==> src/rtl/mbox_pkg.sv <==
package mbox_pkg;
  parameter int DW      = 32;
  parameter int NWORDS  = 8;
  localparam int AW     = $clog2(NWORDS);
  localparam int LAST   = NWORDS - 1;
  localparam int OWNB   = DW - 1;
  localparam int FLATW  = DW * NWORDS;

  typedef logic [DW-1:0] dword_t;
  typedef logic [AW-1:0] didx_t;

  // Word stored when the requester hands the window over.
  function automatic dword_t handoff_word(input dword_t d);
    return {1'b1, d[OWNB-1:0]};
  endfunction

  // Word stored when the servicer hands the window back.
  function automatic dword_t response_word(input dword_t d);
    return {1'b0, d[OWNB-1:0]};
  endfunction

  // Bit offset of dword i in the flat view.
  function automatic int word_lsb(input int i);
    return i * DW;
  endfunction
endpackage

==> src/rtl/mbox_owner_track.sv <==
module mbox_owner_track
  import mbox_pkg::*;
(
  input  logic  clk,
  input  logic  rst_n,
  input  logic  owner_sv,
  input  logic  wr_en,
  input  didx_t wr_addr,
  input  logic  rsp_wr,
  output logic  accept_wr,
  output logic  handoff,
  output logic  rsp_take,
  output logic  blocked,
  output logic  req_valid_q,
  output logic  blocked_q
);
  assign accept_wr = wr_en && !owner_sv;
  assign blocked   = wr_en && owner_sv;
  assign rsp_take  = rsp_wr && owner_sv;
  assign handoff   = accept_wr && (wr_addr == didx_t'(LAST));

  always_ff @(posedge clk) begin
    if (!rst_n) begin
      req_valid_q <= 1'b0;
      blocked_q   <= 1'b0;
    end else begin
      req_valid_q <= handoff;
      blocked_q   <= blocked;
    end
  end
endmodule

==> src/rtl/mbox_dword_bank.sv <==
module mbox_dword_bank
  import mbox_pkg::*;
(
  input  logic             clk,
  input  logic             rst_n,
  input  logic             accept_wr,
  input  didx_t            wr_addr,
  input  dword_t           wr_data,
  input  logic             rsp_take,
  input  dword_t           rsp_data,
  output logic [FLATW-1:0] flat
);
  for (genvar i = 0; i < NWORDS; i++) begin : g_dw
    dword_t q;
    logic   hit;
    assign hit = accept_wr && (wr_addr == didx_t'(i));
    if (i == LAST) begin : g_ctl
      always_ff @(posedge clk) begin
        if (!rst_n)        q <= '0;
        else if (rsp_take) q <= response_word(rsp_data);
        else if (hit)      q <= handoff_word(wr_data);
      end
    end else begin : g_body
      always_ff @(posedge clk) begin
        if (!rst_n)   q <= '0;
        else if (hit) q <= wr_data;
      end
    end
    assign flat[word_lsb(i) +: DW] = q;
  end
endmodule

==> src/rtl/mbox_read_mux.sv <==
module mbox_read_mux
  import mbox_pkg::*;
(
  input  logic [FLATW-1:0] flat,
  input  didx_t            rd_addr,
  input  logic             fn_in_reset,
  output dword_t           rd_data
);
  dword_t sel;
  always_comb begin
    sel = '0;
    for (int i = 0; i < NWORDS; i++)
      if (rd_addr == didx_t'(i)) sel = flat[word_lsb(i) +: DW];
  end
  assign rd_data = fn_in_reset ? '1 : sel;
endmodule

==> src/rtl/mbox_aperture.sv <==
module mbox_aperture
  import mbox_pkg::*;
(
  input  logic               clk,
  input  logic               rst_n,
  input  logic               fn_in_reset,
  input  logic               rq_wr_en,
  input  logic [AW-1:0]      rq_wr_addr,
  input  logic [DW-1:0]      rq_wr_data,
  input  logic [AW-1:0]      rq_rd_addr,
  output logic [DW-1:0]      rq_rd_data,
  output logic               rq_wr_blocked,
  input  logic               sv_rsp_wr,
  input  logic [DW-1:0]      sv_rsp_data,
  output logic               sv_req_valid,
  output logic               sv_owner,
  output logic [FLATW-1:0]   sv_aperture
);
  logic             accept_wr, handoff, rsp_take, blocked;
  logic [FLATW-1:0] flat;

  assign sv_owner    = flat[FLATW-1];
  assign sv_aperture = flat;

  mbox_owner_track u_own (
    .clk(clk), .rst_n(rst_n), .owner_sv(sv_owner),
    .wr_en(rq_wr_en), .wr_addr(rq_wr_addr), .rsp_wr(sv_rsp_wr),
    .accept_wr(accept_wr), .handoff(handoff), .rsp_take(rsp_take),
    .blocked(blocked), .req_valid_q(sv_req_valid), .blocked_q(rq_wr_blocked)
  );

  mbox_dword_bank u_bank (
    .clk(clk), .rst_n(rst_n), .accept_wr(accept_wr), .wr_addr(rq_wr_addr),
    .wr_data(rq_wr_data), .rsp_take(rsp_take), .rsp_data(sv_rsp_data),
    .flat(flat)
  );

  mbox_read_mux u_rd (
    .flat(flat), .rd_addr(rq_rd_addr), .fn_in_reset(fn_in_reset),
    .rd_data(rq_rd_data)
  );
endmodule

==> config.mk <==
export PLATFORM = sky130hd
export DESIGN_NAME = mbox_aperture
export DESIGN_NICKNAME = d
export VERILOG_FILES = /design/src/rtl/mbox_pkg.sv /design/src/rtl/mbox_owner_track.sv /design/src/rtl/mbox_dword_bank.sv /design/src/rtl/mbox_read_mux.sv /design/src/rtl/mbox_aperture.sv
export SDC_FILE = /design/constraint.sdc
export NUM_CORES = 1
export LEC_CHECK = 0
export BUFFER_PORTS_ARGS = -buffer_cell sky130_fd_sc_hd__buf_2
export CORE_ASPECT_RATIO = 0.75
export CORE_MARGIN = 3
export CORE_UTILIZATION = 45
export DETAILED_ROUTE_END_ITERATION = 6
export GPL_TIMING_DRIVEN = 0
export PLACE_DENSITY = 0.71
export SYNTH_ARGS = -nofsm -noshare
export SYNTH_HDL_FRONTEND = slang
export SYNTH_SLANG_ARGS = --single-unit
export TNS_END_PERCENT = 100
==> constraint.sdc <==
create_clock -name clk -period 2.95 [get_ports clk]
set_input_delay 0.4425 -clock clk [delete_from_list [all_inputs] [get_ports clk]]
set_output_delay 0.4425 -clock clk [all_outputs]
set_load 0.01 [all_outputs]
==> results of run 1 <==
[path summary, 6_finish.rpt]
path | start | to | slack, ps
hold / removal | sv_rsp_data[3] | u_bank.g_dw[7].q[3] | 180
setup / recovery | rq_rd_addr[1] | rq_rd_data[1] | 150
hold reg to reg | u_bank.g_dw[2].q[24] | u_bank.g_dw[2].q[24] | 470
setup reg to reg | u_bank.g_dw[7].q[31] | u_bank.g_dw[7].q[18] | 770
[placed cells by master, fill, tap and decap left out, types with 2 or more instances in the layout]
cell | netlist | layout
and3_1 | 3 | 3
nand2_1 | 512 | 512
a221o_1 | 64 | 64
a22oi_1 | 28 | 28
buf_4 | 42 | 42
clkbuf_1 | 70 | 74
o21ai_0 | 35 | 35
a21boi_0 | 144 | 144
and3b_1 | 2 | 2
nor2b_1 | 2 | 2
clkinv_2 | 0 | 5
nor2_1 | 2 | 2
and2_1 | 3 | 3
dfxtp_1 | 258 | 258
a21boi_1 | 108 | 108
clkbuf_8 | 0 | 9
buf_6 | 8 | 8
o32ai_1 | 32 | 32
or3b_1 | 2 | 2
o211ai_1 | 32 | 32
o21a_1 | 2 | 2
nand3b_1 | 2 | 2
inv_1 | 64 | 64
mux2i_1 | 67 | 67
nor3b_2 | 2 | 2
a21oi_1 | 3 | 3
clkbuf_16 | 0 | 29
buf_2 | 49 | 379
diode_2 | 0 | 4
[cell type report]
class | instances | area, µm²
Timing Repair Buffer | 330 | 1650
Sequential cell | 258 | 5160
Inverter | 64 | 240
Buffer | 169 | 913
Clock buffer | 42 | 865
Fill cell | 2564 | 11600
Antenna cell | 4 | 10.0
Multi-Input combinational cell | 1053 | 6280
Tap cell | 351 | 439
Clock inverter | 8 | 71.3
[metal layers]
| layer | track usage, % | up-vias |
|---|---|---|
| met5 | 0 | - |
| met4 | 12.7 | 2 |
| met3 | 9.96 | 154 |
| li1 | - | 5968 |
| met2 | 54.1 | 927 |
| met1 | 47.9 | 6471 |
[cells by family (layout without fill, tap and decap cells)]
logic type	count (synthesis)	in the layout
compound gates	448	448
other cells	0	4
flops	258	258
buf+inv	233	613
mux	67	67
simple gates	538	538
[critical path, delay by kind of cell]
kind | cells | cell delay, ps
AO/OA/AOI/OAI | 1 | 320
AND/OR/NAND/NOR | 1 | 160
buffers and inverters | 5 | 1420
[flip-flops by register name, indices dropped and copies added (netlist names)]
name / flops
u_own.req_valid_q: 1
u_own.blocked_q: 1
u_bank.g_dw.q: 256
[through the flow]
step,setup slack [ps],cell area (µm²),hold slack [ps],cells
6_report,145,15600,184,2279
5_1_grt,110,15600,194,2279
4_1_cts,207,15600,178,2275
3_5_place_dp,180,14700,461,2225
3_3_place_gp,162,14700,453,2225
2_1_floorplan,900,12600,491,1544
[report_power, final]
part           switching, mW  internal (mW)  total, mW
Combinational          0.640          0.355      0.995
Clock                   1.48           2.10       3.58
Sequential            0.0720           3.56       3.63
Total                   2.20           6.02       8.21
==> results.py, run 1 <==
metrics = {
    "run_status": {
        "status": "completed",
    },
    "detailed_routing": {
        "vias_per_cell": 5.93,
        "vias": 13522,
        "drc": 0,
        "ant_nets": 0,
        "dr_wl_met2_um": 24200,
        "drtPass1Iterations": 6,
        "drtIter0Drc": 1492,
        "wl_per_cell_um": 24.7,
        "wl_um": 56200,
        "top_layer": "met5",
        "drt-met1-wl_um": 22600,
        "wl_met3_um": 7210,
    },
    "grt": {
        "grt_pass1_vias": 12356,
        "antenna_found_initial": 5,
        "grt_max_degree": 14,
        "globalRouteOverflowTotal": 0,
        "grt_pass1_wl_um": 79200,
        "grt.total_usage_pct": 35.4,
    },
    "yosys": {
        "netlist_area_um2": 12600,
        "synth-xor-area-share_pct": 0,
        "synthCells": 1544,
        "synth_fa_ha_area_share_pct": 0,
        "yosysTopAreaCell": "dfxtp_1",
        "netlist.area_leader.share_pct": 41.0,
        "ys_top_cells_by_count": "nand2_1, dfxtp_1, a21boi_0, a21boi_1, clkbuf_1",
        "synth_compound_area_share_pct": 27.5,
        "synthesis.nets": 1619,
        "avgSynthCellArea_um2": 8.16,
        "yosysWarnings": 0,
        "synthFlopType": "dfxtp_1",
        "synth_cell_types": 33,
        "async_flop_share_pct": 0,
        "yosysMostFrequentCell": "nand2_1",
        "synth_top_family_by_area": "compound AO/OA/AOI/OAI gates",
        "synth_edf_count": 0,
        "synthMuxAreaShare_pct": 5.32,
        "ys_seq_elements": 258,
        "synth.area.top_cells": "dfxtp_1, nand2_1, a21boi_0, a21boi_1, mux2i_1",
        "ys_seq_area_share_pct": 41.0,
        "synth-simple-area-share_pct": 17.0,
    },
    "clocking": {
        "cts.hold.buffers_added": 0,
        "cts.htree.levels": 1,
        "cts_buffers": 28,
        "ctsResizeCount": 0,
        "clk_pin_slew_ps": 60,
        "post_cts_buffers": 0,
        "numClockSinks": 258,
        "clkLatencyLatePin_ps": 540,
        "cts_tree": "yes",
        "root_buffer": "clkbuf_16",
        "clockBufferDepth": 3,
    },
    "critical_path": {
        "worstSetupPathType": "in -> out",
        "cp_slowest_stage_delay_ps": 640,
        "rr_worst_depth": 5,
        "cp_max_fo": 10,
        "start_kind": "input pin",
        "cp_cell_sequence": "buf_2, buf_4, and3_1, clkbuf_1, clkbuf_1, a221o_1, buf_2",
        "timing.critical_path.to_type": "output pin",
        "arrival_ps": 2360,
        "crit_path_top_delay_cell": "clkbuf_1",
        "critPathRequiredTime_ps": 2510,
    },
    "floorplan": {
        "num_io_pins": 366,
        "dieHeight_um": 151,
        "coreArea_um2": 27300,
        "dieArea_um2": 30100,
        "rows": 52,
        "die_x_um": 199,
        "start_util_pct": 46.2,
    },
    "layout": {
        "final_core_util_pct": 57.3,
        "drive_above_1_share_pct": 25.1,
        "final_nets": 1979,
        "area.growth.synth_to_final_pct": 24.1,
    },
    "pwr": {
        "p_total_mw": 8.21,
        "powerDensity_nw_per_um2": 525,
        "ir_worst_vdd_uv": 400,
        "p_leak_nw": 6.42,
    },
    "sta": {
        "hold_viol": 0,
        "setup_viol": 0,
        "slew_headroom_pct": 34.6,
        "min_period_ps": 2800,
        "fmax_mhz": 357,
        "fin_worst_skew_ps": 8.81,
        "fin_crit_sh_pct": 95.1,
        "tns_ps": 0,
        "drv_slew": 0,
        "tightestPinTransition_ps": 981,
        "rsz0062_at_grt": "false",
    },
    "run": {
        "drv_cap": 0,
    },
    "placement": {
        "dp_hpwl_um": 40400,
        "io_buffers": 330,
        "gp_congestion": 0.927,
    },
    "worst_hold_path": {
        "hold_path_class": "in -> reg",
        "min_path_cells": 3,
    },
}
No activity file was read; power rests on OpenSTA's default activity.
==> run 2, diff against run 1 <==
--- a/config.mk
+++ b/config.mk
@@ -5,13 +5,14 @@
 export SDC_FILE = /design/constraint.sdc
 export NUM_CORES = 1
 export LEC_CHECK = 0
+export ABC_AREA = 1
 export BUFFER_PORTS_ARGS = -buffer_cell sky130_fd_sc_hd__buf_2
 export CORE_ASPECT_RATIO = 0.75
 export CORE_MARGIN = 3
 export CORE_UTILIZATION = 45
 export DETAILED_ROUTE_END_ITERATION = 6
 export GPL_TIMING_DRIVEN = 0
-export PLACE_DENSITY = 0.71
+export PLACE_DENSITY = 0.72
 export SYNTH_ARGS = -nofsm -noshare
 export SYNTH_HDL_FRONTEND = slang
 export SYNTH_SLANG_ARGS = --single-unit
==> results.py, run 2 <==
metrics = {
    "yosys": {
        "ys_seq_area_share_pct": 46.2,
        "synthesis.nets": 1567,
        "synthFlopType": "dfxtp_1",
        "ys_top_cells_by_count": "dfxtp_1, a21oi_1, o21ai_0, nand2_1, nand4_1",
        "yosysMostFrequentCell": "dfxtp_1",
        "netlist.area_leader.share_pct": 46.2,
        "synth.area.top_cells": "dfxtp_1, a21oi_1, o21ai_0, nand4_1, nand2_1",
        "synth_edf_count": 0,
        "ys_seq_elements": 258,
        "yosysWarnings": 0,
        "yosysTopAreaCell": "dfxtp_1",
        "avgSynthCellArea_um2": 7.50,
        "synthCells": 1492,
        "synth_cell_types": 25,
        "netlist_area_um2": 11200,
        "async_flop_share_pct": 0,
    },
    "sta": {
        "tns_ps": 0,
        "slew_headroom_pct": 48.8,
        "setup_viol": 0,
        "hold_viol": 0,
        "fmax_mhz": 358,
        "rsz0062_at_grt": "false",
        "min_period_ps": 2800,
        "whs_ps": 133,
        "fin_worst_skew_ps": 7.32,
        "fin_crit_sh_pct": 94.8,
        "tightestPinTransition_ps": 768,
        "drv_slew": 0,
    },
    "clocking": {
        "numClockSinks": 258,
        "cts.hold.buffers_added": 0,
        "cts.htree.levels": 1,
        "clk_pin_slew_ps": 60,
        "ctsResizeCount": 0,
        "clkLatencyLatePin_ps": 540,
        "cts_buffers": 26,
        "cts_tree": "yes",
        "post_cts_buffers": 0,
        "clockBufferDepth": 3,
        "root_buffer": "clkbuf_16",
    },
    "detailed_routing": {
        "drtIter0Drc": 1786,
        "drc": 3,
        "vias": 13389,
        "wl_um": 52900,
        "ant_nets": 0,
        "vias_per_cell": 5.99,
        "drtPass1Iterations": 7,
        "wl_per_cell_um": 23.7,
    },
    "grt": {
        "antenna_found_initial": 2,
        "grt_pass1_wl_um": 77300,
        "grt_pass1_vias": 12252,
        "grt.total_usage_pct": 37.5,
        "grt_max_degree": 15,
        "globalRouteOverflowTotal": 0,
    },
    "critical_path": {
        "cp_cell_sequence": "buf_2, inv_1, buf_2, clkbuf_1, nand4_1, nand4_1, nor2_1, nand4_1, buf_2",
        "path_delay_family": "buffers and inverters",
        "start_kind": "input pin",
        "critical_path_buf_inv_count": 5,
        "r2r_slack_ps": 1150,
        "crit_path_top_delay_cell": "clkbuf_1",
        "timing.critical_path.to_type": "output pin",
        "cp_max_fo": 10,
        "cp_slowest_stage_delay_ps": 520,
        "arrival_ps": 2350,
        "critPathRequiredTime_ps": 2510,
        "worstSetupPathType": "in -> out",
    },
    "layout": {
        "largest_register": "u_bank.g_dw.q",
        "largest_reg_flops": 256,
        "final_nets": 1956,
        "layout_commonest_cell": "buf_2",
        "drive_above_1_share_pct": 25.3,
        "final_cell_mix": "buf_2, dfxtp_1, a21oi_1",
        "area.growth.synth_to_final_pct": 27.8,
        "largestRegisters": "u_bank.g_dw.q: 256 flops, u_own.blocked_q: 1 flops, u_own.req_valid_q: 1 flops",
    },
    "floorplan": {
        "rows": 49,
        "dieArea_um2": 26800,
        "dieHeight_um": 143,
        "start_util_pct": 46.2,
        "coreArea_um2": 24200,
        "die_x_um": 188,
        "num_io_pins": 366,
    },
    "placement": {
        "gp_congestion": 1.02,
        "dp_hpwl_um": 40200,
        "io_buffers": 361,
    },
    "run_status": {
        "status": "finished with violations",
        "violations": "design-rule violations",
    },
    "pwr": {
        "powerDensity_nw_per_um2": 575,
        "p_leak_nw": 6.64,
        "ir_worst_vdd_uv": 386,
        "p_total_mw": 8.22,
    },
    "worst_hold_path": {
        "hold_path_class": "in -> reg",
    },
    "run": {
        "drv_cap": 0,
    },
}
run 2: changes by cell type in the layout (fill, tap and decap cells not counted), moves of 32 or more:
cell / delta
nand2_1: -324
a21oi_1: +218
o21ai_0: +184
nand4_1: +160
a21boi_0: -144
a21boi_1: -108
nor2_1: +83
mux2i_1: -67
a221o_1: -64
inv_1: +38
o21ai_1: +35
nand3_1: +34
o211ai_1: -32
o32ai_1: -32
run 2: final timing paths:
kind                              from              endpoint  cells after the start
hold / removal          rq_wr_data[26]  u_bank.g_dw[7].q[26]                      3
hold reg to reg   u_bank.g_dw[4].q[30]  u_bank.g_dw[4].q[30]                      2
setup reg to reg  u_bank.g_dw[7].q[31]   u_bank.g_dw[4].q[4]                      5
setup / recovery         rq_rd_addr[2]        rq_rd_data[18]                      9
run 2: metrics by stage:
step | area [µm²] | std cells | util, % | setup WS [ps]
detailed placement | 13400 | 2184 | 55.4 | 239
finish | 14300 | 2234 | 59.0 | 153
floorplan | 11200 | 1492 | - | 1120
CTS | 14300 | 2232 | 59.0 | 235
global placement | 13400 | 2184 | 55.4 | 247
global route | 14300 | 2233 | 59.0 | 83.8
run 2: final cells by class:
class	instances	area [µm²]
fill	2364	9920
sequential	258	5160
multi-input combinational	986	4960
timing repair buffer	361	1810
clock buffer	38	757
buffer	139	651
tap	331	414
inverter	109	409
clock inverter	10	130
antenna	2	5.00
run 2: tightest hold or removal path: cells and delay by family:
kind          cells  cell delay [ps]
buf+inv           1              100
simple gates      2              100
run 2: cell families after synthesis:
kind of cell | Yosys count | synth area share [%]
compound gates | 508 | 23.8
simple gates | 478 | 20.6
flops | 258 | 46.2
buf+inv | 248 | 9.48
run 2: power by group:
group          internal [mW]  total [mW]  switching, mW
Combinational          0.292       0.983          0.691
Sequential              3.61        3.71          0.109
Clock                   2.04        3.52           1.48
Total                   5.94        8.22           2.28
run 2: layer usage:
metal  GRT usage (%)  up-vias  routed length, µm
met4            8.05        2               1390
met2            56.8      970              22500
met5               0        -                 12
met3            12.2      112               7820
met1            52.5     6297              21200
li1                -     6008                  -
==> run 3, diff against run 2 <==
--- a/config.mk
+++ b/config.mk
@@ -6,13 +6,12 @@
 export NUM_CORES = 1
 export LEC_CHECK = 0
 export ABC_AREA = 1
-export BUFFER_PORTS_ARGS = -buffer_cell sky130_fd_sc_hd__buf_2
 export CORE_ASPECT_RATIO = 0.75
 export CORE_MARGIN = 3
 export CORE_UTILIZATION = 45
 export DETAILED_ROUTE_END_ITERATION = 6
+export DONT_BUFFER_PORTS = 1
 export GPL_TIMING_DRIVEN = 0
-export PLACE_DENSITY = 0.72
 export SYNTH_ARGS = -nofsm -noshare
 export SYNTH_HDL_FRONTEND = slang
 export SYNTH_SLANG_ARGS = --single-unit
==> results.py, run 3 (synthesis gave the netlist of run 2 again) <==
metrics = {
    "run_status": {
        "status": "completed",
    },
    "floorplan": {
        "dieArea_um2": 26800,
        "coreArea_um2": 24200,
        "num_io_pins": 366,
        "rows": 49,
        "dieHeight_um": 143,
        "die_x_um": 188,
        "start_util_pct": 46.2,
    },
    "layout": {
        "final_nets": 1597,
        "final_cell_mix": "dfxtp_1, a21oi_1, o21ai_0",
        "n_antenna_cell": 0,
        "final_core_util_pct": 51.5,
        "largest_register": "u_bank.g_dw.q",
        "drive_above_1_share_pct": 7.79,
        "largestRegisters": "u_bank.g_dw.q: 256 flops, u_own.blocked_q: 1 flops, u_own.req_valid_q: 1 flops",
        "stdcell_area_um2": 12500,
        "layout_commonest_cell": "dfxtp_1",
        "area.growth.synth_to_final_pct": 11.5,
        "largest_reg_flops": 256,
    },
    "clocking": {
        "clockBufferDepth": 3,
        "cts_tree": "yes",
        "numClockSinks": 258,
        "cts.htree.levels": 1,
        "root_buffer": "clkbuf_16",
        "clk_pin_slew_ps": 60,
        "clkLatencyLatePin_ps": 540,
        "ctsResizeCount": 0,
        "cts_buffers": 27,
    },
    "critical_path": {
        "worstSetupPathType": "in -> out",
        "start_kind": "input pin",
        "critPathRequiredTime_ps": 2510,
        "timing.critical_path.to_type": "output pin",
        "cp_max_fo": 10,
        "arrival_ps": 2250,
    },
    "detailed_routing": {
        "vias": 11947,
        "drc": 0,
        "ant_nets": 0,
        "drtIter0Drc": 1314,
        "wl_per_cell_um": 27.7,
        "wl_um": 51900,
        "drtPass1Iterations": 5,
        "vias_per_cell": 6.38,
    },
    "sta": {
        "slew_headroom_pct": 49.7,
        "rsz0062_at_grt": "false",
        "drv_slew": 0,
        "tightestPinTransition_ps": 754,
        "tns_ps": 0,
        "fin_crit_sh_pct": 91.3,
        "fin_worst_skew_ps": 12.7,
        "setup_viol": 0,
        "min_period_ps": 2690,
        "hold_viol": 0,
        "fmax_mhz": 371,
    },
    "placement": {
        "gp_congestion": 1.00,
        "io_buffers": 0,
        "dp_hpwl_um": 39300,
        "place_area_um2": 11600,
    },
    "grt": {
        "grt_max_degree": 14,
        "grt_pass1_wl_um": 74800,
        "grt_pass1_vias": 11168,
        "globalRouteOverflowTotal": 0,
        "grt.total_usage_pct": 37.0,
        "antenna_found_initial": 2,
    },
    "worst_hold_path": {
        "hold_path_class": "in -> reg",
    },
    "pwr": {
        "powerDensity_nw_per_um2": 637,
        "ir_worst_vdd_uv": 486,
        "p_leak_nw": 4.84,
        "p_total_mw": 7.95,
    },
    "run": {
        "drv_cap": 0,
    },
}
-- run 3: where the power goes --
part	internal [mW]	switching, mW	total [mW]
logic	0.165	0.532	0.697
clock network	1.97	1.48	3.44
registers	3.61	0.199	3.80
total	5.74	2.21	7.95
-- run 3: routing by layer --
metal / up-vias / GRT usage, % / part of all wire [%] / wire length (µm)
met5: - / 0 / 0.060 / 31
met4: 4 / 7.66 / 2.3 / 1170
met3: 84 / 15.8 / 15 / 7840
met2: 798 / 55.2 / 42 / 21900
met1: 5775 / 50.3 / 40 / 21000
li1: 5286 / - / - / -
-- run 3: what timing repair did --
item                                   4_1_cts  5_1_grt
hold buffers                                 1        0
endpoints found under the hold margin        1        0
setup buffers                                0        0
-- run 3: path summary, 6_finish.rpt --
check	startpoint	endpoint	slack, ps	cells after the start
worst max register to register	u_bank.g_dw[7].q[31]	u_bank.g_dw[4].q[5]	1060	5
worst min-delay path	rq_wr_data[26]	u_bank.g_dw[7].q[26]	20	2
worst max-delay path	rq_rd_addr[1]	rq_rd_data[1]	260	6
worst min register to register	u_bank.g_dw[4].q[7]	u_bank.g_dw[4].q[7]	530	2
-- run 3: through the flow --
stage / setup slack (ps) / hold slack (ps) / std cells
floorplan: 1120 / 488 / 1492
global placement: 357 / 512 / 1823
detailed placement: 357 / 516 / 1823
CTS: 351 / 3.39 / 1872
global route: 214 / 12.7 / 1872
finish: 257 / 16.4 / 1872
-- run 3: cell type report --
type | count | area, µm²
multi-input combinational | 986 | 4960
tap | 331 | 414
sequential | 258 | 5160
clock buffer | 42 | 812
inverter | 109 | 409
fill | 2499 | 11700
clock inverter | 6 | 55.1
timing repair buffer | 1 | 10.0
buffer | 139 | 651
-- run 3: critical path: stages --
cell      delay [ps]
buf_4            130
inv_1            130
nor3_2           560
clkbuf_1         560
nand2_1          120
nand4_1          290
